### config.mk
export PLATFORM = sky130hd
export DESIGN_NAME = xlat_walker
export DESIGN_NICKNAME = d
export VERILOG_FILES = /design/src/rtl/xw_pkg.sv /design/src/rtl/xw_entry_decode.sv /design/src/rtl/xw_fault_log.sv /design/src/rtl/xw_ctrl.sv /design/src/rtl/xlat_walker.sv
export SDC_FILE = /design/constraint.sdc
export NUM_CORES = 1
export LEC_CHECK = 0
export BUFFER_PORTS_ARGS = -buffer_cell sky130_fd_sc_hd__buf_4
export CORE_MARGIN = 5
export CORE_UTILIZATION = 37
export CTS_BUF_LIST = sky130_fd_sc_hd__clkbuf_4 sky130_fd_sc_hd__clkbuf_8 sky130_fd_sc_hd__clkbuf_16
export CTS_CLUSTER_DIAMETER = 120
export DETAILED_ROUTE_END_ITERATION = 16
export PLACE_DENSITY_LB_ADDON = 0.25
export REMOVE_ABC_BUFFERS = 1
export SLEW_MARGIN = 20
export SYNTH_ARGS = -nofsm -noshare
export SYNTH_HDL_FRONTEND = slang
export SYNTH_HIERARCHICAL = 1
export SYNTH_SLANG_ARGS = --single-unit
### constraint.sdc
create_clock -name clk -period 3.47 [get_ports clk]
set_input_delay 0.1735 -clock clk [delete_from_list [all_inputs] [get_ports clk]]
set_output_delay 0.1735 -clock clk [all_outputs]
set_load 0.02 [all_outputs]
### src/rtl/xw_pkg.sv
package xw_pkg;
  typedef enum logic [2:0] {
    S_IDLE,
    S_L1_ISSUE,
    S_L1_WAIT,
    S_L2_ISSUE,
    S_L2_WAIT,
    S_DONE
  } walk_state_t;

  localparam logic [1:0] DIR_VALID_CODE = 2'b01;
  localparam int         PAGE_VALID_BIT = 1;
  localparam int         DOM_LSB        = 4;
  localparam int         DOM_W          = 4;
endpackage

### src/rtl/xw_entry_decode.sv
module xw_entry_decode #(
  parameter int PT_ALIGN  = 10,
  parameter int PAGE_BITS = 12
) (
  input  logic [31:0]           word,
  output logic                  dir_ok,
  output logic [31:PT_ALIGN]    dir_table,
  output logic                  page_ok,
  output logic [31:PAGE_BITS]   page_frame,
  output logic [xw_pkg::DOM_W-1:0] page_domain
);
  import xw_pkg::*;

  assign dir_ok      = (word[1:0] == DIR_VALID_CODE);
  assign dir_table   = word[31:PT_ALIGN];
  assign page_ok     = word[PAGE_VALID_BIT];
  assign page_frame  = word[31:PAGE_BITS];
  assign page_domain = word[DOM_LSB +: DOM_W];
endmodule

### src/rtl/xw_fault_log.sv
module xw_fault_log #(
  parameter int NUM_MASTERS = 6,
  parameter int MID_W       = 3
) (
  input  logic                   clk,
  input  logic                   rst_n,
  input  logic                   capture,
  input  logic [31:0]            va,
  input  logic [MID_W-1:0]       mid,
  output logic [31:0]            err_addr,
  output logic [NUM_MASTERS-1:0] blame
);
  localparam logic [NUM_MASTERS-1:0] ONE = NUM_MASTERS'(1);

  always_ff @(posedge clk or negedge rst_n) begin
    if (!rst_n) begin
      err_addr <= '0;
      blame    <= '0;
    end else if (capture) begin
      err_addr <= va;
      blame    <= ONE << mid;
    end
  end
endmodule

### src/rtl/xw_ctrl.sv
module xw_ctrl (
  input  logic clk,
  input  logic rst_n,
  input  logic walk_en,
  input  logic req_valid,
  input  logic rsp_ready,
  input  logic mem_req_ready,
  input  logic mem_rsp_valid,
  input  logic dir_ok,
  input  logic page_ok,
  output logic req_ready,
  output logic rsp_valid,
  output logic mem_req_valid,
  output logic sel_l2,
  output logic ev_dir_good,
  output logic ev_dir_bad,
  output logic ev_page_good,
  output logic ev_page_bad
);
  import xw_pkg::*;

  walk_state_t st_q, st_d;

  assign req_ready     = (st_q == S_IDLE);
  assign rsp_valid     = (st_q == S_DONE);
  assign mem_req_valid = (st_q == S_L1_ISSUE) || (st_q == S_L2_ISSUE);
  assign sel_l2        = (st_q == S_L2_ISSUE);

  assign ev_dir_good  = (st_q == S_L1_WAIT) && mem_rsp_valid && dir_ok;
  assign ev_dir_bad   = (st_q == S_L1_WAIT) && mem_rsp_valid && !dir_ok;
  assign ev_page_good = (st_q == S_L2_WAIT) && mem_rsp_valid && page_ok;
  assign ev_page_bad  = (st_q == S_L2_WAIT) && mem_rsp_valid && !page_ok;

  always_comb begin
    st_d = st_q;
    unique case (st_q)
      S_IDLE:     if (req_valid) st_d = walk_en ? S_L1_ISSUE : S_DONE;
      S_L1_ISSUE: if (mem_req_ready) st_d = S_L1_WAIT;
      S_L1_WAIT:  if (mem_rsp_valid) st_d = dir_ok ? S_L2_ISSUE : S_DONE;
      S_L2_ISSUE: if (mem_req_ready) st_d = S_L2_WAIT;
      S_L2_WAIT:  if (mem_rsp_valid) st_d = S_DONE;
      S_DONE:     if (rsp_ready) st_d = S_IDLE;
      default:    st_d = S_IDLE;
    endcase
  end

  always_ff @(posedge clk or negedge rst_n) begin
    if (!rst_n) st_q <= S_IDLE;
    else        st_q <= st_d;
  end
endmodule

### src/rtl/xlat_walker.sv
module xlat_walker #(
  parameter int NUM_MASTERS = 6,
  parameter int L1_BITS     = 12,
  parameter int L2_BITS     = 8
) (
  input  logic                               clk,
  input  logic                               rst_n,
  input  logic                               walk_en,
  input  logic [31:0]                        tbl_base,
  input  logic                               req_valid,
  output logic                               req_ready,
  input  logic [31:0]                        req_addr,
  input  logic [$clog2(NUM_MASTERS)-1:0]     req_master,
  output logic                               rsp_valid,
  input  logic                               rsp_ready,
  output logic [31:0]                        rsp_paddr,
  output logic [3:0]                         rsp_domain,
  output logic                               rsp_fault_l1,
  output logic                               rsp_fault_l2,
  output logic                               mem_req_valid,
  input  logic                               mem_req_ready,
  output logic [29:0]                        mem_req_addr,
  input  logic                               mem_rsp_valid,
  input  logic [31:0]                        mem_rsp_data,
  output logic [31:0]                        l1_err_addr,
  output logic [NUM_MASTERS-1:0]             l1_err_blame,
  output logic [31:0]                        l2_err_addr,
  output logic [NUM_MASTERS-1:0]             l2_err_blame
);
  localparam int MID_W     = $clog2(NUM_MASTERS);
  localparam int PAGE_BITS = 32 - L1_BITS - L2_BITS;
  localparam int PT_ALIGN  = L2_BITS + 2;
  localparam int NLEVELS   = 2;

  logic                   sel_l2;
  logic                   ev_dir_good, ev_dir_bad, ev_page_good, ev_page_bad;
  logic                   dir_ok, page_ok;
  logic [31:PT_ALIGN]     dir_table;
  logic [31:PAGE_BITS]    page_frame;
  logic [3:0]             page_domain;

  logic [31:0]            va_q;
  logic [MID_W-1:0]       mid_q;
  logic [31:PT_ALIGN]     pt_base_q;
  logic [31:0]            pa_q;
  logic [3:0]             dom_q;
  logic                   f1_q, f2_q;
  logic                   accept;

  logic [31:0]            l1_byte, l2_byte;

  xw_ctrl u_ctrl (
    .clk           (clk),
    .rst_n         (rst_n),
    .walk_en       (walk_en),
    .req_valid     (req_valid),
    .rsp_ready     (rsp_ready),
    .mem_req_ready (mem_req_ready),
    .mem_rsp_valid (mem_rsp_valid),
    .dir_ok        (dir_ok),
    .page_ok       (page_ok),
    .req_ready     (req_ready),
    .rsp_valid     (rsp_valid),
    .mem_req_valid (mem_req_valid),
    .sel_l2        (sel_l2),
    .ev_dir_good   (ev_dir_good),
    .ev_dir_bad    (ev_dir_bad),
    .ev_page_good  (ev_page_good),
    .ev_page_bad   (ev_page_bad)
  );

  xw_entry_decode #(.PT_ALIGN(PT_ALIGN), .PAGE_BITS(PAGE_BITS)) u_dec (
    .word        (mem_rsp_data),
    .dir_ok      (dir_ok),
    .dir_table   (dir_table),
    .page_ok     (page_ok),
    .page_frame  (page_frame),
    .page_domain (page_domain)
  );

  assign accept = req_valid && req_ready;

  // Table entry addresses (byte), then word address on the port
  assign l1_byte = tbl_base + {{(30 - L1_BITS){1'b0}}, va_q[31 -: L1_BITS], 2'b00};
  assign l2_byte = {pt_base_q, va_q[PAGE_BITS +: L2_BITS], 2'b00};
  assign mem_req_addr = sel_l2 ? l2_byte[31:2] : l1_byte[31:2];

  always_ff @(posedge clk or negedge rst_n) begin
    if (!rst_n) begin
      va_q      <= '0;
      mid_q     <= '0;
      pt_base_q <= '0;
      pa_q      <= '0;
      dom_q     <= '0;
      f1_q      <= 1'b0;
      f2_q      <= 1'b0;
    end else begin
      if (accept) begin
        va_q  <= req_addr;
        mid_q <= req_master;
        pa_q  <= req_addr;
        dom_q <= '0;
        f1_q  <= 1'b0;
        f2_q  <= 1'b0;
      end
      if (ev_dir_good) pt_base_q <= dir_table;
      if (ev_dir_bad) begin
        pa_q  <= '0;
        dom_q <= '0;
        f1_q  <= 1'b1;
      end
      if (ev_page_good) begin
        pa_q  <= {page_frame, va_q[PAGE_BITS-1:0]};
        dom_q <= page_domain;
      end
      if (ev_page_bad) begin
        pa_q  <= '0;
        dom_q <= '0;
        f2_q  <= 1'b1;
      end
    end
  end

  assign rsp_paddr    = pa_q;
  assign rsp_domain   = dom_q;
  assign rsp_fault_l1 = f1_q;
  assign rsp_fault_l2 = f2_q;

  // One fault log per table level
  logic [NLEVELS-1:0]     lvl_cap;
  logic [31:0]            lvl_addr  [NLEVELS];
  logic [NUM_MASTERS-1:0] lvl_blame [NLEVELS];

  assign lvl_cap = {ev_page_bad, ev_dir_bad};

  for (genvar g = 0; g < NLEVELS; g++) begin : g_log
    xw_fault_log #(.NUM_MASTERS(NUM_MASTERS), .MID_W(MID_W)) u_log (
      .clk      (clk),
      .rst_n    (rst_n),
      .capture  (lvl_cap[g]),
      .va       (va_q),
      .mid      (mid_q),
      .err_addr (lvl_addr[g]),
      .blame    (lvl_blame[g])
    );
  end

  assign l1_err_addr  = lvl_addr[0];
  assign l1_err_blame = lvl_blame[0];
  assign l2_err_addr  = lvl_addr[1];
  assign l2_err_blame = lvl_blame[1];
endmodule

Word level (Yosys, flattened, before mapping)
Index checks and enable logic that the tools add are counted.

word-level totals
  register bits after elaboration = 174
  input port bits = 106
  word-level logic and storage cells = 62

cells by class
  add/subtract/negate cells = 1
  equality and inequality tests = 12
  shift-type cells = 1
  mux-type cells = 21
  reduce and logical (&&, ||, !) cells = 15

operator list
  kind                 number
  $mux 32              4
  $add 32x14->32       1
  $mux 30              1
  $mux 3               8
  $pmux 3 s6           1
  $mux 4               4
  $ne 2x2->1 const B   5
  $logic_and 1x1->1    7
  $eq 3x2->1 const B   2
  $eq 3x3->1 const B   2
  $reduce_and 6->1     1
  $shl 1x3->6 const A  1
  $reduce_bool 2->1    2
  $reduce_bool 4->1    1
  $eq 3x1->1 const B   1
  $logic_not 3->1      1
  $mux 1               3
  $eq 2x1->1 const B   1
  $logic_not 1->1      2
  $ne 2x1->1 const B   1
  $logic_or 1x1->1     1

Depth between registers and ports, before layout
  depth after elaboration = 6
  depth in mapped cells = 9

Cells and area by module
The synthesis kept the hierarchy.

by module, submodules not included
  module           times used  cells an instance  area each (um^2)  seq. area each (um^2)
  xlat_walker      1           589                5,037.3           2,377.3
  xw_fault_log     2           89                 1,443.9           950.9
  xw_entry_decode  1           48                 366.6             0.0
  xw_ctrl          1           35                 314.1             75.1

Worst setup path before layout
Ideal clock, no wire load.

  path kind = register to output
  start = reg va_q[20]
  end = out mem_req_addr[20]
  data arrival time = 2.485 ns
  data required time = 3.296 ns
  path slack = 0.812 ns
  cell stages (with the launch flop) = 10
  path through = dfrtp_1 -> ha_1 -> fa_1 -> a21o_2 -> a31oi_1 -> or4_1 -> buf_2 -> and2_4 -> or3_1 -> a31oi_1

on the way
  longest elaborated chain between the ends = 2

RTL lines
  element                   RTL line           RTL
  start: declaration        xlat_walker.sv:42  logic [31:0] va_q;
  start signal: assignment  xlat_walker.sv:99  va_q <= req_addr;
  $add 32x14->32            xlat_walker.sv:84  assign l1_byte = tbl_base + {{(30 - L1_BITS){1'b0}}, va_q[31 -: L1_BITS], 2'b00};
  $mux 30                   xlat_walker.sv:86  assign mem_req_addr = sel_l2 ? l2_byte[31:2] : l1_byte[31:2];
  end: declaration          xlat_walker.sv:22  output logic [29:0] mem_req_addr,

Every way passes these cells.

Worst setup path after layout
Ends and elaborated chain as after synthesis.

==> impl_metrics.ini <==
[outcome]
status = finished, final reports clean

[logic_synthesis]
yosysTopAreaCellShare_pct = 50.6
async_flop_share_pct = 100
synth_adder_area_share_pct = 1.98
synth.area.mux_share_pct = 12.7
synth_xor_area_share_pct = 2.34
ys_warn_count = 6
synth_ff_type = dfrtp_1
synthTopCellsByCount = nand2_1 (211), dfrtp_1 (174), mux2_2 (95)
syn_inst = 850
yosys.area.top_type = dfrtp_1
synth_edf_count = 0
syn_avg_cell_area_um2 = 10.1
synth_area_um2 = 8610
synthDistinctLibCells = 57
yosys_register_bits = 174
synth_top_family_by_area = simple AND/OR/NAND/NOR gates
synth-compound-area-share_pct = 9.92
yosysMostFrequentCell = nand2_1
netlist_top_cells_area = dfrtp_1 (51%), mux2_2 (12%), nand2_1 (9.2%), buf_4 (5.0%), a22oi_1 (2.8%)
yosys.area_share.simple_pct = 15.4
ys_seq_area_share_pct = 50.6

[pwr]
vdd_ir_drop_max_v = 0.000432
power.density_nw_per_um2 = 915
p_leak_nw = 5.83

[timing]
fin_crit_ns = 3.24
fin_skew_ns = 0.0118
rsz0062_at_grt = false
setup_slack_ns = 0.229
setup-violations-final = 0
fin_crit_sh_pct = 93.4
drv_slew = 0
slew_headroom_pct = 28.9
totalNegativeSetupSlack_ns = 0
tightestPinTransition_ns = 1.07
hold_viol = 0
fmax_ghz = 0.309

[drt]
drtIter0Drc = 337
drc = 0
ant_nets = 0
via_per_inst = 4.88
wl_um = 25600
routed-via-count = 6958
drt-wirelength-per-cell_um = 17.9
first_pass_iters = 6

[floorplanning]
fp.dieW_um = 163
chipHeight_um = 163
die_area_um2 = 26400
row_count = 55
io_pins = 253
initial_core_util_pct = 37.8
core-area_um2 = 22800

[cts]
cts_tree = built
path_clk_slew_ns = 0.07
clk_latency_ns = 0.43
cts_max_level = 4
cts_sinks = 174
postCtsSetupBuffers = 0
cts_buffers = 17
cts_buffer_depth = 2
root_buffer = clkbuf_16

[global_route]
grt_pass1_wl_um = 40400
grt_pass1_vias = 7236
grtUsageTotal_pct = 19.4
globalRoute.totalOverflow = 0
grt_max_degree = 97
antenna_found_initial = 1

[placement]
gp_congestion = 0.801
port_buffers = 246
dpl_cell_area_um2 = 10400
hpwlAfterDp_um = 17700
pre_cts_slack_ns = 0.510

[flow_run]
drv_cap = 0

[worst_setup_path]
cp-end-kind = output pin
startpoint_type = flop
critical_path.cell_chain = ha_2 -> fa_1 -> a21o_2 -> a31oi_1 -> or4_4 -> and2_4 -> or3_1 -> a31oi_1 -> buf_4
cp_max_fo = 7
crit_required_ns = 3.30
cp_common_cell = a31oi_1
path_class = reg2out
critPathSlowestCell = or4_4
arrival_ns = 3.07
reg2reg_from = u_ctrl/st_q[0]
critPathLaunch = va_q[20]
cpPeakStageDelay_ns = 0.61

[finish]
area_delta_synth_final_pct = 35.4
final_area_um2 = 11700
drive_above_1_share_pct = 36.6
final_nets = 1218
diodes = 0

[hold_path]
hp-class = in2reg
hold_start = mem_req_ready
-- through the flow --
| stage | hold slack (ns) | total power [mW] | cells | util (%) |
|---|---|---|---|---|
| 6_report | 0.0423 | 10.7 | 1425 | 51.2 |
| 5_1_grt | 0.0569 | 11.4 | 1425 | 51.2 |
| 4_1_cts | 0.0213 | 10.8 | 1425 | 51.1 |
| 3_5_place_dp | 0.326 | 8.71 | 1331 | 45.7 |
| 3_3_place_gp | 0.330 | 8.64 | 1331 | 45.7 |
| 2_1_floorplan | -0.122 | 6.48 | 761 | - |
-- repair_timing --
item,CTS,global route
gates resized for setup,0,2
hold buffers,62,0
hold endpoints to repair,159,0
endpoints found under the setup margin,0,6
-- layout make-up --
type	instances	area, um^2
Fill cell	2133	11100
Clock inverter	14	170
Inverter	16	60.1
Tap cell	313	392
Multi-Input combinational cell	571	3670
Clock buffer	18	439
Sequential cell	174	4350
Timing Repair Buffer	319	2570
-- layout by cell type (no fill, tap or decap), types with 5 or more instances in the layout --
| master | Yosys | final |
|---|---|---|
| a21oi_1 | 21 | 21 |
| a21boi_0 | 5 | 5 |
| o21ai_0 | 29 | 29 |
| nand2_1 | 211 | 210 |
| a21o_1 | 5 | 5 |
| a211oi_1 | 6 | 6 |
| ha_1 | 12 | 11 |
| xnor2_1 | 17 | 17 |
| clkbuf_16 | 0 | 17 |
| nor3_1 | 6 | 6 |
| dfrtp_1 | 174 | 174 |
| nand3_1 | 7 | 7 |
| inv_8 | 0 | 5 |
| mux2_2 | 95 | 95 |
| a22oi_1 | 32 | 32 |
| nor2_1 | 51 | 49 |
| nor3b_1 | 5 | 5 |
| a31oi_1 | 5 | 5 |
| inv_1 | 16 | 16 |
| xor2_1 | 6 | 6 |
| o32ai_1 | 6 | 6 |
| buf_4 | 57 | 255 |
| dlygate4sd3_1 | 0 | 62 |
-- cell families (layout without fill, tap and decap cells) --
family | after synthesis | in the layout
compound gates | 128 | 128
flops | 174 | 174
buf+inv | 105 | 367
xor+xnor | 23 | 23
fa+ha+maj | 13 | 13
simple gates | 310 | 310
mux | 97 | 97
-- report_power, final --
group	leakage, nW	switching [mW]	internal, mW	total (mW)
Clock	0.296	0.925	1.05	1.98
Sequential	2.24	0.667	2.93	3.60
Combinational	3.29	2.83	2.26	5.09
-- worst max-delay path, delay by kind of cell (launching register included) --
family	cells	cell delay (ns)
simple gates	3	1.12
flops	1	0.39
compound gates	3	0.46
buf+inv	1	0.18
fa+ha+maj	2	0.48
-- registers in the layout (all words and copies together), names as in the netlist --
signal,cells
rsp_domain,4
u_ctrl/st_q,3
g_log.u_log/err_addr,64
mid_q,3
pt_base_q,22
g_log.u_log/blame,12
va_q,32
rsp_fault_l2,1
rsp_paddr,32
rsp_fault_l1,1
-- final timing paths --
kind	depth (start not counted)	end	slack [ns]
setup / recovery	9	mem_req_addr[20]	0.23
hold / removal	3	u_ctrl/st_q[1]	0.04
setup reg to reg	8	rsp_domain[3]	0.96
hold reg to reg	1	rsp_fault_l2	0.49
max in group asynchronous	3	g_log[1].u_log/err_addr[28]	2.21
min in group asynchronous	2	g_log[1].u_log/blame[5]	0.41
-- metal layers --
layer / GRT usage, % / up-vias / wire length, um
li1: - / 3352 / -
met1: 25.6 / 3386 / 11400
met2: 31.4 / 192 / 12000
met3: 5.80 / 26 / 1680
met4: 5.15 / 2 / 403
met5: 0 / - / 20
Power figures use the tool's default switching activity.
